`src/rtl/dbg_xfer_chains.sv`:
```
`timescale 1ns/1ps
module dbg_xfer_chains #(
  parameter int IR_W        = 5,
  parameter int CHAIN_W     = 4,
  parameter int WORD_W      = 32,
  parameter int CODE_EXTEST = 'h00,
  parameter int CODE_INTEST = 'h0C,
  parameter int CODE_ITRSEL = 'h1D,
  parameter int ITR_CHAIN   = 4,
  parameter int DTR_CHAIN   = 5
) (
  input  logic              clk,
  input  logic              rst_n,
  input  logic [IR_W-1:0]   ir_code,
  input  logic [CHAIN_W-1:0] chain_sel,
  input  logic              cap_dr,
  input  logic              shift_dr,
  input  logic              upd_dr,
  input  logic              run_idle,
  input  logic              tdi,
  output logic              tdo,
  output logic              core_issue,
  output logic [WORD_W-1:0] core_opcode,
  input  logic              core_done,
  output logic [WORD_W-1:0] core_wdata,
  output logic              core_wvalid,
  input  logic              core_wr_take,
  input  logic [WORD_W-1:0] core_rdata,
  input  logic              core_rd_put
);
  localparam int ITR_LEN = WORD_W + 1;
  localparam int DTR_LEN = WORD_W + 2;

  logic [DTR_LEN-1:0] sr;
  logic [WORD_W-1:0]  rd_buf;
  logic               rd_valid, cap_ok, failed, idle_q;

  wire is_ext  = ir_code == IR_W'(CODE_EXTEST);
  wire is_int  = ir_code == IR_W'(CODE_INTEST);
  wire is_isel = ir_code == IR_W'(CODE_ITRSEL);
  wire itr_sel = is_isel | ((is_ext | is_int) & (chain_sel == CHAIN_W'(ITR_CHAIN)));
  wire dtr_sel = ~is_isel & (is_ext | is_int) & (chain_sel == CHAIN_W'(DTR_CHAIN));
  wire dtr_upd = upd_dr & dtr_sel;

  assign tdo = (itr_sel | dtr_sel) ? sr[0] : 1'b0;

  always_ff @(posedge clk) begin
    if (!rst_n) begin
      sr <= '0;
    end else if (cap_dr) begin
      if (itr_sel)
        sr <= {1'b0, core_done, core_opcode};
      else if (dtr_sel)
        sr <= is_ext ? {~failed, ~core_wvalid, core_wdata} : {~failed, rd_valid, rd_buf};
      else
        sr <= '0;
    end else if (shift_dr) begin
      if (itr_sel)
        sr <= {1'b0, tdi, sr[ITR_LEN-1:1]};
      else if (dtr_sel)
        sr <= {tdi, sr[DTR_LEN-1:1]};
    end
  end

  always_ff @(posedge clk) begin
    if (!rst_n)
      cap_ok <= 1'b0;
    else if (cap_dr && dtr_sel)
      cap_ok <= is_ext ? ~core_wvalid : rd_valid;
  end

  always_ff @(posedge clk) begin
    if (!rst_n)
      failed <= 1'b0;
    else if (dtr_upd)
      failed <= ~cap_ok;
  end

  always_ff @(posedge clk) begin
    if (!rst_n)
      core_opcode <= '0;
    else if (upd_dr && itr_sel)
      core_opcode <= sr[WORD_W-1:0];
  end

  always_ff @(posedge clk) begin
    if (!rst_n) begin
      core_wdata  <= '0;
      core_wvalid <= 1'b0;
    end else if (dtr_upd && is_ext && cap_ok) begin
      core_wdata  <= sr[WORD_W-1:0];
      core_wvalid <= 1'b1;
    end else if (core_wr_take) begin
      core_wvalid <= 1'b0;
    end
  end

  always_ff @(posedge clk) begin
    if (!rst_n) begin
      rd_buf   <= '0;
      rd_valid <= 1'b0;
    end else if (core_rd_put) begin
      rd_buf   <= core_rdata;
      rd_valid <= 1'b1;
    end else if (dtr_upd && is_int && cap_ok) begin
      rd_valid <= 1'b0;
    end
  end

  always_ff @(posedge clk) begin
    if (!rst_n) begin
      idle_q     <= 1'b0;
      core_issue <= 1'b0;
    end else begin
      idle_q     <= run_idle;
      core_issue <= run_idle & ~idle_q & (itr_sel | dtr_sel);
    end
  end

  // an issue never lasts longer than one cycle
  p_issue_single_r9: assert property (@(posedge clk) disable iff (!rst_n)
    core_issue |=> !core_issue);

  // an issue only follows a cycle spent in Run-Test/Idle
  p_issue_in_idle_r8: assert property (@(posedge clk) disable iff (!rst_n)
    core_issue |-> $past(run_idle));

  // opcode only moves on an instruction chain update
  p_opcode_hold_r2: assert property (@(posedge clk) disable iff (!rst_n)
    !(upd_dr && itr_sel) |=> $stable(core_opcode));

  // a write arriving while the previous word is pending is dropped
  p_discard_r6: assert property (@(posedge clk) disable iff (!rst_n)
    (dtr_upd && is_ext && core_wvalid && !core_wr_take) |=> core_wvalid && $stable(core_wdata));

  // an accepted write raises the valid flag
  p_write_valid_r5: assert property (@(posedge clk) disable iff (!rst_n)
    (dtr_upd && is_ext && cap_ok) |=> core_wvalid);

  // a successful read releases the read word
  p_read_clear_r7: assert property (@(posedge clk) disable iff (!rst_n)
    (dtr_upd && is_int && cap_ok && !core_rd_put) |=> !rd_valid);
endmodule

```
`config.mk`:
```
export PLATFORM = sky130hd
export DESIGN_NAME = dbg_xfer_chains
export DESIGN_NICKNAME = d
export VERILOG_FILES = /design/src/rtl/dbg_xfer_chains.sv
export SDC_FILE = /design/constraint.sdc
export NUM_CORES = 1
export LEC_CHECK = 0
export ABC_AREA = 1
export BUFFER_PORTS_ARGS = -buffer_cell sky130_fd_sc_hd__buf_2
export CAP_MARGIN = 20
export CORE_MARGIN = 2
export CORE_UTILIZATION = 58
export CTS_BUF_LIST = sky130_fd_sc_hd__clkbuf_4 sky130_fd_sc_hd__clkbuf_8
export CTS_CLUSTER_DIAMETER = 120
export DETAILED_ROUTE_END_ITERATION = 10
export PLACE_DENSITY_LB_ADDON = 0.05
export SETUP_SLACK_MARGIN = 0.02
export SYNTH_ARGS = -nofsm -noshare
export SYNTH_HDL_FRONTEND = slang
export SYNTH_SLANG_ARGS = --single-unit
```
`constraint.sdc`:
```
create_clock -name clk -period 2 [get_ports clk]
set_clock_uncertainty 0.1 [all_clocks]
set_input_delay 0.1 -clock clk [delete_from_list [all_inputs] [get_ports clk]]
set_output_delay 0.1 -clock clk [all_outputs]
set_load 0.1 [all_outputs]
```
==> results.md <==
- H-tree Lvls: 4
- Slew headroom: 0.509
- Hold slack: ~0.029 ns
- Port Buf Inserts: 117
- Slowest cell on crit path: dlygate4sd3_1
- PostCTS Resize Cnt: 0
- Synth unique cells: 24
- Syn Area/Cell: 6.22 um^2
- CP max FO: 44
- CP startpoint kind: input pin
- Post-route DRC: 0
- Post-DP HPWL: 11000 um
- Largest net degree at the start of global routing: 62
- Clk_lat worst skew: 0.46 ns
- Fillcell total: 950
- Leak: 4.05 nW
- Initial antenna violation count: 0
- Vias in the first global route: between 6000 and 7000
- Routed len/inst: 13.5 um
- MaxCap Viol Count: 0
- PwrDens: 694 mW/mm^2
- Hold Crit Class: in2reg
- Initial Util: 0.594
- Setup tns final: 0 ns
- Clock Tree Root: clkbuf_8
- Post-synthesis simple-gate area fraction: 0.348
- Synth Area in Adders: 0
- GPL Wtd Cong: a little over 0.8
- Number of CTS-inserted buffers: 17
- Die W: 112 um
- Worst hold stages: 3
- Crit Path Class: in2reg
- Biggest area consumer among synthesized cells: dfxtp_1
- Worst slew pin tran: 0.737 ns
- First-pass iteration count of the detailed router: 5
- Vias: roughly 7100
- CP required: 2.30 ns
- Final hold vios: 0
- Mapped Area: 0.00678 mm^2
- Most frequent cell after synthesis: nor2_1
- Outcome: complete, no violations
- # IOs: 118
- Met3 wire length: around 1300 um
- Most frequent cells after synthesis: nor2_1, nand2_1, inv_1, dfxtp_1, o21ai_0
- R2R cell count: 5
- Post-synthesis mux area share: 0
- Slew Viols, Final: 0
- ANT nets after route: 0
- Worst reg2reg setup slack: 0.51 ns
- Most used DFF post-synth: dfxtp_1
- Clock Tree Buf Depth: 2
- Fmax: 530 MHz
- Met2 wire len: 8550 um
- Post-synth top area share: 0.402
- Setup Buffers After CTS: 0
- Vias per cell: 5.17
- Register Area: 0.00272 mm^2
- Peak VDD IR: 0.543 mV
- Yosys warns: 0
- Row cnt: 39
- Ys async rst share: 0
- Post-synth EDFFs: 0
- Starting DRT DRC Count: between 500 and 600
- CP arrival: between 2 and 2.5 ns
- Share of the yosys chip area belonging to registers: 0.402
- Synth area leaders: dfxtp_1, nor2_1, nand2_1, inv_1, o21ai_0
- Critical Path Most Common Cell: dlygate4sd3_1
- Multi-input logic area: 0.00319 mm^2
- Num Clock Sinks: 136
- Die H: ~110 um
- Post-Syn Nets: 1140
- Flop and latch count out of synthesis: ~140
- Clock tree from TritonCTS: done
- Cells after Synth: 1089
- DR top layer: met4
- Crit path max-delay family: buffers and inverters
- Clk slew on worst S/H paths: 0.07 ns
- XOR/XNOR Fraction of Synth Area: 0
- Tmin final: roughly 1.9 ns
- CP max stage delay: 0.60 ns
- Total gr overflow: 0
- Cells along the critical path: dlygate4sd3_1, buf_4, buf_12, o21ai_0, a21oi_1, dlygate4sd3_1
- Critical path depth: 6
- Synth Area in Compound Gates: 0.122
- Buffers and inverters on the worst path: 4
- Nature of the critical path endpoint: register
- Layout cells sized above 1: 0.150
- Final worst-path cycle share: 0.943
- Nets: 1271
- Area of the core: roughly 0.011 mm^2
- RSZ-0062 raised after global routing: no
- GRT Util Overall: 0.304
- Setup violations, final: 0
- Post-Route WL: 18600 um
- First-pass GRT wire length: 31300 um
- Largest family of logic cells by synthesized area: simple AND/OR/NAND/NOR gates
- Met1 wire length: 8510 um
- Antenna cells: 0
- Syn-to-layout area delta: 23.6%
- Die area: 0.0126 mm^2
==> where the power goes <==
part           switching [W]  internal [W]  total, W
registers          0.0000728       0.00282   0.00289
clock network       0.000998       0.00113   0.00213
logic               0.000492      0.000307  0.000799
total                0.00156       0.00425   0.00582
==> area by class of cell <==
type | count | share of cell area
Timing Repair Buffer | 188 | 0.164
Clock inverter | 2 | 0.00119
Inverter | 145 | 0.0650
Multi-Input combinational cell | 732 | 0.381
Tap cell | 143 | 0.0214
Clock buffer | 28 | 0.0430
Sequential cell | 136 | 0.325
==> placed cells by master (no fill, tap or decap) <==
| cell type | n |
|---|---|
| nand3_1 | 71 |
| nand3_2 | 1 |
| buf_4 | 14 |
| dfxtp_1 | 136 |
| clkbuf_8 | 24 |
| nor3_1 | 1 |
| nor2_2 | 1 |
| nor3_2 | 1 |
| nand2_2 | 5 |
| nand3_4 | 1 |
| clkbuf_4 | 4 |
| o21ai_0 | 89 |
| buf_12 | 10 |
| o21ai_1 | 9 |
| or2_2 | 1 |
| nor2_1 | 237 |
| nand4_1 | 35 |
| inv_2 | 4 |
| nand2_1 | 211 |
| buf_2 | 115 |
| dlygate4sd3_1 | 49 |
| a21oi_1 | 67 |
| clkinv_2 | 2 |
| inv_1 | 141 |
| nor2_4 | 2 |
==> worst min-delay path, stage by stage <==
cell and delay [ns]:
buf_2 0.09, inv_2 0.17, a21oi_1 0.18
==> what timing repair did <==
item | 4_1_cts | 5_1_grt
setup endpoints to repair | 0 | 0
endpoints found under the hold margin | 60 | 0
hold buffers | 49 | 0
==> per-stage QoR <==
step           instance area (um^2)  worst slack (ns)  utilization  instances  power, W
4_1_cts                        8380             0.263        0.734       1374   0.00583
3_5_place_dp                   7520             0.204        0.658       1295   0.00366
2_1_floorplan                  6780             0.270            -       1089   0.00345
5_1_grt                        8380            0.0508        0.734       1374   0.00608
3_3_place_gp                   7520             0.264        0.658       1295   0.00365
6_report                       8380             0.114        0.734       1374   0.00582
==> flip-flops by register name, indices dropped and copies added (netlist names) <==
name / flops
idle_q: 1
core_wdata: 32
rd_valid: 1
sr: 34
core_issue: 1
failed: 1
core_opcode: 32
cap_ok: 1
rd_buf: 32
core_wvalid: 1
==> kinds of logic after synthesis <==
family,Yosys count
and+or+nand+nor,567
AOI/OAI and AO/OA,165
DFF,136
buffers and inverters,221
==> metal layers <==
layer  GRT usage  up-vias
met5           0        -
li1            -     3639
met2       0.491      236
met4      0.0951        0
met1       0.415     3206
met3      0.0583       25
==> worst paths after layout <==
check / startpoint / to
setup / recovery: rst_n / rd_buf[28]$_SDFFE_PN0P_
hold / removal: core_rd_put / rd_buf[26]$_SDFFE_PN0P_
setup reg to reg: cap_ok$_SDFFE_PN0P_ / core_wdata[4]$_SDFFE_PN0P_
hold reg to reg: failed$_SDFFE_PN0N_ / failed$_SDFFE_PN0N_
No activity file was read; power rests on OpenSTA's default activity.
